$ cat config.mk
export PLATFORM = sky130hd
export DESIGN_NAME = sdh_irq_core
export DESIGN_NICKNAME = d
export VERILOG_FILES = /design/src/rtl/sdh_irq_pkg.sv /design/src/rtl/sdh_irq_raw.sv /design/src/rtl/sdh_irq_dma.sv /design/src/rtl/sdh_irq_gate.sv /design/src/rtl/sdh_irq_core.sv
export SDC_FILE = /design/constraint.sdc
export NUM_CORES = 1
export LEC_CHECK = 0
export BUFFER_PORTS_ARGS = -buffer_cell sky130_fd_sc_hd__buf_2
export CORE_ASPECT_RATIO = 1.25
export CORE_UTILIZATION = 30
export DETAILED_ROUTE_END_ITERATION = 7
export REMOVE_ABC_BUFFERS = 1
export SLEW_MARGIN = 20
export SYNTH_ARGS = -nofsm -noshare
export SYNTH_HDL_FRONTEND = slang
export SYNTH_SLANG_ARGS = --single-unit
export TNS_END_PERCENT = 50
$ cat constraint.sdc
create_clock -name clk -period 4.45 [get_ports clk]
set_input_delay 0.6675 -clock clk [delete_from_list [all_inputs] [get_ports clk]]
set_output_delay 0.6675 -clock clk [all_outputs]
set_load 0.02 [all_outputs]
$ cat src/rtl/sdh_irq_pkg.sv
package sdh_irq_pkg;

  localparam int DW = 32;

  // raw status bit positions
  localparam int BIT_NO_RESP   = 1;
  localparam int BIT_CMD_DONE  = 2;
  localparam int BIT_DATA_DONE = 3;
  localparam int BIT_AUTOCMD   = 14;
  localparam int BIT_SDIO      = 16;
  localparam int BIT_CARD_INS  = 30;
  localparam int BIT_CARD_REM  = 31;

  // control word
  localparam int CTRL_IRQ_EN_BIT = 4;
  localparam int CTRL_RST_REQ_W  = 3;
  localparam logic [DW-1:0] CTRL_RESET = 32'h0000_0300;

  // status word
  localparam int STAT_PRESENT_BIT = 8;

  // DMA status word
  localparam int DMA_TX_BIT  = 0;
  localparam int DMA_RX_BIT  = 1;
  localparam int DMA_SUM_BIT = 8;
  localparam int DMA_CLR_W   = 10;

  // register offsets
  localparam int OFF_CTRL  = 'h00;
  localparam int OFF_MASK  = 'h08;
  localparam int OFF_RAW   = 'h0C;
  localparam int OFF_MSKD  = 'h10;
  localparam int OFF_STAT  = 'h14;
  localparam int OFF_DMA   = 'h18;

  // one W1C bit whose set input wins over a same-cycle clear
  function automatic logic sticky_next(logic q, logic set, logic clr);
    return set | (q & ~clr);
  endfunction

endpackage

$ cat src/rtl/sdh_irq_raw.sv
module sdh_irq_raw
  import sdh_irq_pkg::*;
#(
  parameter int W = DW
) (
  input  logic         clk,
  input  logic         rst,
  input  logic [W-1:0] set_vec,
  input  logic         card_ins,
  input  logic         card_rem,
  input  logic         clr_we,
  input  logic [W-1:0] clr_val,
  input  logic         pres_clr,
  output logic [W-1:0] raw_q,
  output logic [W-1:0] raw_nxt,
  output logic         pres_q,
  output logic         pres_nxt
);

  logic [W-1:0] clr_eff;
  assign clr_eff = clr_we ? clr_val : '0;

  for (genvar b = 0; b < W; b++) begin : g_bit
    if (b == BIT_CARD_REM) begin : g_rem
      always_comb begin
        if (card_rem)      raw_nxt[b] = 1'b1;
        else if (card_ins) raw_nxt[b] = 1'b0;
        else               raw_nxt[b] = sticky_next(raw_q[b], set_vec[b], clr_eff[b]);
      end
    end else if (b == BIT_CARD_INS) begin : g_ins
      always_comb begin
        if (card_rem)      raw_nxt[b] = 1'b0;
        else if (card_ins) raw_nxt[b] = 1'b1;
        else               raw_nxt[b] = sticky_next(raw_q[b], set_vec[b], clr_eff[b]);
      end
    end else begin : g_plain
      assign raw_nxt[b] = sticky_next(raw_q[b], set_vec[b], clr_eff[b]);
    end
  end

  always_comb begin
    if (card_rem)      pres_nxt = 1'b0;
    else if (card_ins) pres_nxt = 1'b1;
    else               pres_nxt = pres_q & ~pres_clr;
  end

  always_ff @(posedge clk) begin
    if (rst) begin
      raw_q  <= '0;
      pres_q <= 1'b1;
    end else begin
      raw_q  <= raw_nxt;
      pres_q <= pres_nxt;
    end
  end

endmodule

$ cat src/rtl/sdh_irq_dma.sv
module sdh_irq_dma
  import sdh_irq_pkg::*;
#(
  parameter int W     = DW,
  parameter int CLR_W = DMA_CLR_W
) (
  input  logic             clk,
  input  logic             rst,
  input  logic             tx_done,
  input  logic             rx_done,
  input  logic             clr_we,
  input  logic [CLR_W-1:0] clr_val,
  output logic [W-1:0]     dma_q
);

  logic [W-1:0] set_vec;
  logic [W-1:0] clr_vec;
  logic [W-1:0] dma_nxt;

  always_comb begin
    set_vec = '0;
    set_vec[DMA_TX_BIT]  = tx_done;
    set_vec[DMA_RX_BIT]  = rx_done;
    set_vec[DMA_SUM_BIT] = tx_done | rx_done;
  end

  // only the low window is writable; bits above are never cleared
  assign clr_vec = clr_we ? {{(W-CLR_W){1'b0}}, clr_val} : '0;

  for (genvar b = 0; b < W; b++) begin : g_bit
    assign dma_nxt[b] = sticky_next(dma_q[b], set_vec[b], clr_vec[b]);
  end

  always_ff @(posedge clk) begin
    if (rst) dma_q <= '0;
    else     dma_q <= dma_nxt;
  end

endmodule

$ cat src/rtl/sdh_irq_gate.sv
module sdh_irq_gate #(
  parameter int W = 32
) (
  input  logic         clk,
  input  logic         rst,
  input  logic         en_nxt,
  input  logic [W-1:0] raw_nxt,
  input  logic [W-1:0] mask_nxt,
  output logic         irq_q
);

  logic pend_nxt;
  assign pend_nxt = en_nxt && (|(raw_nxt & mask_nxt));

  always_ff @(posedge clk) begin
    if (rst) irq_q <= 1'b0;
    else     irq_q <= pend_nxt;
  end

endmodule

$ cat src/rtl/sdh_irq_core.sv
module sdh_irq_core
  import sdh_irq_pkg::*;
#(
  parameter int ADDR_W = 6
) (
  input  logic              clk,
  input  logic              rst,
  input  logic              reg_we,
  input  logic [ADDR_W-1:0] reg_addr,
  input  logic [DW-1:0]     reg_wdata,
  output logic [DW-1:0]     reg_rdata,
  input  logic              ev_cmd_done,
  input  logic              ev_no_resp,
  input  logic              ev_data_done,
  input  logic              ev_autocmd_done,
  input  logic              ev_sdio,
  input  logic              ev_card_ins,
  input  logic              ev_card_rem,
  input  logic              ev_dma_tx,
  input  logic              ev_dma_rx,
  output logic              irq
);

  localparam logic [ADDR_W-1:0] A_CTRL = ADDR_W'(OFF_CTRL);
  localparam logic [ADDR_W-1:0] A_MASK = ADDR_W'(OFF_MASK);
  localparam logic [ADDR_W-1:0] A_RAW  = ADDR_W'(OFF_RAW);
  localparam logic [ADDR_W-1:0] A_MSKD = ADDR_W'(OFF_MSKD);
  localparam logic [ADDR_W-1:0] A_STAT = ADDR_W'(OFF_STAT);
  localparam logic [ADDR_W-1:0] A_DMA  = ADDR_W'(OFF_DMA);

  // write decode
  logic we_ctrl, we_mask, we_raw, we_stat, we_dma;
  assign we_ctrl = reg_we && (reg_addr == A_CTRL);
  assign we_mask = reg_we && (reg_addr == A_MASK);
  assign we_raw  = reg_we && ((reg_addr == A_RAW) || (reg_addr == A_MSKD));
  assign we_stat = reg_we && (reg_addr == A_STAT);
  assign we_dma  = reg_we && (reg_addr == A_DMA);

  // control and mask words
  logic [DW-1:0] ctrl_q, ctrl_nxt;
  logic [DW-1:0] mask_q, mask_nxt;

  always_comb begin
    ctrl_nxt = ctrl_q;
    if (we_ctrl) ctrl_nxt = {reg_wdata[DW-1:CTRL_RST_REQ_W], {CTRL_RST_REQ_W{1'b0}}};
  end

  assign mask_nxt = we_mask ? reg_wdata : mask_q;

  always_ff @(posedge clk) begin
    if (rst) begin
      ctrl_q <= CTRL_RESET;
      mask_q <= '0;
    end else begin
      ctrl_q <= ctrl_nxt;
      mask_q <= mask_nxt;
    end
  end

  // raw status and card presence
  logic [DW-1:0] set_vec;
  logic [DW-1:0] raw_q, raw_nxt;
  logic          pres_q, pres_nxt;

  always_comb begin
    set_vec = '0;
    set_vec[BIT_NO_RESP]   = ev_no_resp;
    set_vec[BIT_CMD_DONE]  = ev_cmd_done;
    set_vec[BIT_DATA_DONE] = ev_data_done;
    set_vec[BIT_AUTOCMD]   = ev_autocmd_done;
    set_vec[BIT_SDIO]      = ev_sdio;
  end

  sdh_irq_raw #(.W(DW)) u_raw (
    .clk      (clk),
    .rst      (rst),
    .set_vec  (set_vec),
    .card_ins (ev_card_ins),
    .card_rem (ev_card_rem),
    .clr_we   (we_raw),
    .clr_val  (reg_wdata),
    .pres_clr (we_stat & reg_wdata[STAT_PRESENT_BIT]),
    .raw_q    (raw_q),
    .raw_nxt  (raw_nxt),
    .pres_q   (pres_q),
    .pres_nxt (pres_nxt)
  );

  // DMA status
  logic [DW-1:0] dma_q;

  sdh_irq_dma #(.W(DW), .CLR_W(DMA_CLR_W)) u_dma (
    .clk     (clk),
    .rst     (rst),
    .tx_done (ev_dma_tx),
    .rx_done (ev_dma_rx),
    .clr_we  (we_dma),
    .clr_val (reg_wdata[DMA_CLR_W-1:0]),
    .dma_q   (dma_q)
  );

  // interrupt line from next-state values
  sdh_irq_gate #(.W(DW)) u_gate (
    .clk      (clk),
    .rst      (rst),
    .en_nxt   (ctrl_nxt[CTRL_IRQ_EN_BIT]),
    .raw_nxt  (raw_nxt),
    .mask_nxt (mask_nxt),
    .irq_q    (irq)
  );

  // registered readback
  logic [DW-1:0] stat_word;
  logic [DW-1:0] rd_mux;

  always_comb begin
    stat_word = '0;
    stat_word[STAT_PRESENT_BIT] = pres_q;
  end

  always_comb begin
    case (reg_addr)
      A_CTRL:  rd_mux = ctrl_q;
      A_MASK:  rd_mux = mask_q;
      A_RAW:   rd_mux = raw_q;
      A_MSKD:  rd_mux = raw_q & mask_q;
      A_STAT:  rd_mux = stat_word;
      A_DMA:   rd_mux = dma_q;
      default: rd_mux = '0;
    endcase
  end

  always_ff @(posedge clk) begin
    if (rst) reg_rdata <= '0;
    else     reg_rdata <= rd_mux;
  end

endmodule

======== Word level (Yosys, flattened, before mapping) ========
Index checks and enable logic that the tools add are counted.
word-level totals
  output and inout port bits .............. 33
  bits in registers ....................... 159
  bits of input ports ..................... 50
operators by class
  bitwise operators ....................... 142
  mux-type cells .......................... 11
  equal/unequal tests ..................... 5
  reductions and logical operators ........ 9
operator list
  cell                                           count
  one-hot mux 32 bit (6 select lines)            1
  AND 1 bit                                      66
  AND 32 bit                                     2
  two-way mux 32 bit                             2
  inverter 1 bit                                 43
  OR reduction 32 bit                            1
  inverter 1 bit, first input constant           22
  == test 6 x 5 -> 1 bit, second input constant  3
  == test 6 x 4 -> 1 bit, second input constant  2
  two-way mux 10 bit                             1
  OR 1 bit                                       9
  logical AND 1 bit                              6
  zero test 6 bit                                1
  two-way mux 1 bit                              6
  two-way mux 5 bit                              1
  logical OR 1 bit                               1

======== Longest topological paths before layout ========
  depth in word-level cells ............... 11
  depth in mapped cells ................... 9
  mapped depth without buffers ............ 6

======== Cells and area by module ========
A second synthesis with hierarchy kept.
second synthesis, totals
  cell total of the unflattened synthesis .. 684
  area, all modules ....................... 6281.0 um^2
modules (own cells, without submodules)
  module        area an instance (um^2)  cells an instance  times used
  sdh_irq_core  4281.6                   461                1
  sdh_irq_raw   1302.5                   143                1
  sdh_irq_dma   513.0                    57                 1
  sdh_irq_gate  183.9                    23                 1

======== Least setup slack after synthesis ========
OpenSTA, ideal clock, no wires.
  kind .................................... input port to flip-flop
  from .................................... input port reg_addr[5]
  to ...................................... register u_gate.irq_q
  path slack .............................. 1.817 ns
  stages on the path ...................... 7
  arrival time ............................ 2.502 ns
  path through ............................ or4_1 > buf_4 > nor2_2 > mux2_2 > a2111oi_0 > and4_1 > a311oi_1
between the ends
  longest elaborated chain between the ends .. 11
  elaborated cells between the ends (all ways) .. 87
RTL lines
  item                                                                     line                                  RTL
  start: declaration                                                       sdh_irq_core.sv:9                     input logic [ADDR_W-1:0] reg_addr,
  == test 6 x 4 -> 1 bit / == test 6 x 5 -> 1 bit (equally long branches)  sdh_irq_core.sv:35                    assign we_raw = reg_we && ((reg_addr == A_RAW) || (reg_addr == A_MSKD));
  logical OR 1 bit                                                         sdh_irq_core.sv:35
  logical AND 1 bit                                                        sdh_irq_core.sv:35
  two-way mux 32 bit                                                       sdh_irq_raw.sv:21                     assign clr_eff = clr_we ? clr_val : '0;
  inverter 1 bit                                                           sdh_irq_pkg.sv:38                     return set | (q & ~clr);
  AND 1 bit                                                                sdh_irq_pkg.sv:38
  two-way mux 1 bit, on equally long branches                              sdh_irq_raw.sv:33, sdh_irq_raw.sv:27
  two-way mux 1 bit, on equally long branches                              sdh_irq_raw.sv:32, sdh_irq_raw.sv:26
  AND 32 bit                                                               sdh_irq_gate.sv:13                    assign pend_nxt = en_nxt && (|(raw_nxt & mask_nxt));
  OR reduction 32 bit                                                      sdh_irq_gate.sv:13
  logical AND 1 bit (*)                                                    sdh_irq_gate.sv:13
  end signal: assignment                                                   sdh_irq_gate.sv:17                    else irq_q <= pend_nxt;
  end: declaration                                                         sdh_irq_gate.sv:9                     output logic irq_q
Every way passes the cells marked *; elsewhere a longest branch is shown, timed or not.
A chain may end at the register's enable or synchronous reset.

======== Worst setup path in the final report ========
  from .................................... input port reg_addr[4]
  to ...................................... register u_gate.irq_q
The elaborated chain is that of the path after synthesis.

==> run metrics <==
CP Data Arrival Time=between 3 and 4 ns; Initial Util=31.0%; status=complete, but fails checks; worst path bufs/invs=2; worst min-delay path class=flip-flop to flip-flop; Max Slew Vio Count=0; vias in the first global route=between 5,000 and 6,000; Post-Syn Instances=662; DR DRC count=6; final instance area=6900 um2; row count=55; via count=5,260; Synth Warn #=0; PD cells=410 nW/um2; Root Driver=clkbuf_16; hold_sp=u_dma.dma_q[3]; clock latency at the later pin of the worst-skew pair=0.43 ns; #FFs+latches synth=~140; Mapped Area=5670 um2; Pre-antenna DRT Iters=7; failing checks=design-rule violations; Antenna diodes=0; critical-path cell list=buf_2 > or4_1 > buf_4 > nor2_2 > mux2_2 > a2111oi_2 > nor4b_2 > a311oi_1; most common cell in the synthesized netlist=dfxtp_1; drt initial violations=470; area share of the largest cell type after synthesis=48.4%; Port Buffers=82; Routed WL per cell=18.3 um; Setup crit end=u_gate.irq_q; CP peak stage delay=0.74 ns; Vias/cell=5.41; DPL Wire Length=12,000 um; Async S/R FF share, synth=0%; Die Area=19,500 um2; synthesized area per cell=around 8.6 um2; Reg-to-Reg End=u_gate.irq_q; Post-synth top cells=137 x dfxtp_1, 84 x nand2_1, 81 x a21oi_1; maxcap violations=0; FF-to-FF setup slack=2.70 ns; Yosys cell types=52; Tot GR Track Use=18.8%; Leak Pwr=2.51 nW; critical path capture point type=flip-flop; critical path class=input pin to flip-flop; Slew @ Worst Pin=a little over 0.9 ns; width of the die=125 um; max_slew headroom=around 40%; die span in y=156 um; CTS buffer count=17; DP Area=6290 um2; post-synthesis sequential area ratio=48.4%; synth top area cells=dfxtp_1 48%, a21oi_1 7.2%, nand2_1 5.6%, nor3_1 4.0%, nor2_1 3.6%; Critical Path Fanout Max=16; area grow syn2layout=21.7%; Register-to-Register Path Depth=4; Required @ worst endpoint=4.71 ns; Setup Skew=0.00997 ns; total congestion overflow=0; Max rail drop VDD=approximately 0.00028 V; Yosys top cell by area=dfxtp_1; CP Launch Type=input pin; gpl congestion=0.817; post-route minimum period=3.01 ns; initial antenna violation count=0; Fin. Hold Viols=0; first-pass GRT wire length=28,200 um; Most used DFF post-synth=dfxtp_1; cell depth of the worst setup path=8; CTS resizes=0; Crit-path slowest cell=or4_1; Clock transition at path regs=0.06 ns; largest net degree at the start of global routing=83; reg2reg start=mask_q[12]; Clock Tree Buf Depth=2; RSZ-0062 raised after global routing=no; number of setup violations in the final report=0; CTS tree=yes; WL final=17,800 um; remaining antenna violation count=0; CORE AREA=around 18,000 um2; hold buffers post-CTS=0; H-tree lvl count=4; Nets=782; Critical Path Source=reg_addr[4]; clock sinks=between 100 and 150; fraction of layout cells with a size suffix above 1=19.9%; number of synthesized flops with an enable pin=0; setup_tns=0 ns; FMAX=between 0.3 and 0.4 GHz; period utilization=67.7%; Setup Buffers After CTS=0; I/O pin total=83; critical path's top delay family=simple AND/OR/NAND/NOR gates
-- worst reg2reg max path, cell delays in order, from the launching register on --
cell and delay (ns):
dfxtp_1 0.32, mux2_2 0.27, a2111oi_0 0.62, and4_1 0.29, a311oi_1 0.09
-- sequential cells by signal, summed over array words and instances (netlist names) --
| signal | flops |
|---|---|
| u_raw.raw_q | 32 |
| u_dma.dma_q | 10 |
| u_raw.pres_q | 1 |
| u_gate.irq_q | 1 |
| mask_q | 32 |
| ctrl_q | 29 |
| reg_rdata | 32 |
-- routing by layer --
layer	track usage [%]	vias to the layer above	wire, um
met3	4.01	32	973
met2	31.3	187	8490
li1	-	2546	-
met1	23.3	2495	7830
met5	0	-	0
met4	9.06	0	544
-- logic make-up after synthesis --
kind of cell,Yosys count,share of synthesized area (%)
AND/OR/NAND/NOR,247,21.2
AO/OA/AOI/OAI,192,22.5
flip-flops,137,48.4
buffers and inverters,74,5.74
multiplexers,11,2.03
XOR/XNOR,1,0.155
-- cells in the final DEF, fill, tap and decap left out, types with 3 or more instances in the layout --
cell / count
dfxtp_1: 137
nand2_1: 84
buf_2: 82
a21oi_1: 81
nor2_1: 54
nor3_1: 45
o211ai_1: 26
buf_4: 23
inv_1: 20
a22oi_1: 18
clkbuf_16: 17
a211oi_1: 14
a222oi_1: 13
nor4_1: 13
and2_1: 10
and3_1: 10
o21ai_0: 8
mux2i_1: 7
o2111ai_1: 7
o22ai_1: 6
nand3b_1: 4
mux2_2: 4
nand3_1: 4
a21boi_0: 4
or3_1: 3
a2111oi_0: 3
a21o_1: 3
clkinvlp_4: 3
clkinv_2: 3
bufinv_16: 3
-- how the worst min path moves through the flow --
stage	endpoint	depth (start not counted)
5_1_grt	u_dma.dma_q[9]	2
6_report	u_dma.dma_q[3]	2
3_5_place_dp	u_dma.dma_q[3]	2
4_1_cts	u_dma.dma_q[3]	2
3_3_place_gp	u_dma.dma_q[3]	2
2_1_floorplan	u_dma.dma_q[2]	2
-- through the flow --
step / setup WS, ns / power [mW] / util (%) / instances / hold slack, ns
global placement: 1.14 / 1.40 / 34.4 / 941 / 0.423
global route: 1.29 / 2.91 / 37.7 / 973 / 0.447
CTS: 1.46 / 2.84 / 37.7 / 973 / 0.436
finish: 1.44 / 2.83 / 37.7 / 973 / 0.434
floorplan: 0.752 / 1.31 / - / 608 / 0.412
detailed placement: 1.04 / 1.40 / 34.4 / 941 / 0.424
-- final cells by class --
type                    count  area (um2)
fillers                  1932       11400
flip-flops and latches    137        2740
multi-input cells         451        2610
repair buffers            105         583
clock buffers              21         460
well taps                 228         285
clock inverters            11         145
inverters                  20        75.1
-- where the power goes --
group,switching [mW],internal [mW]
sequential,0.00597,1.24
combinational,0.0922,0.0380
clock,0.546,0.910
Power figures use the tool's default switching activity.
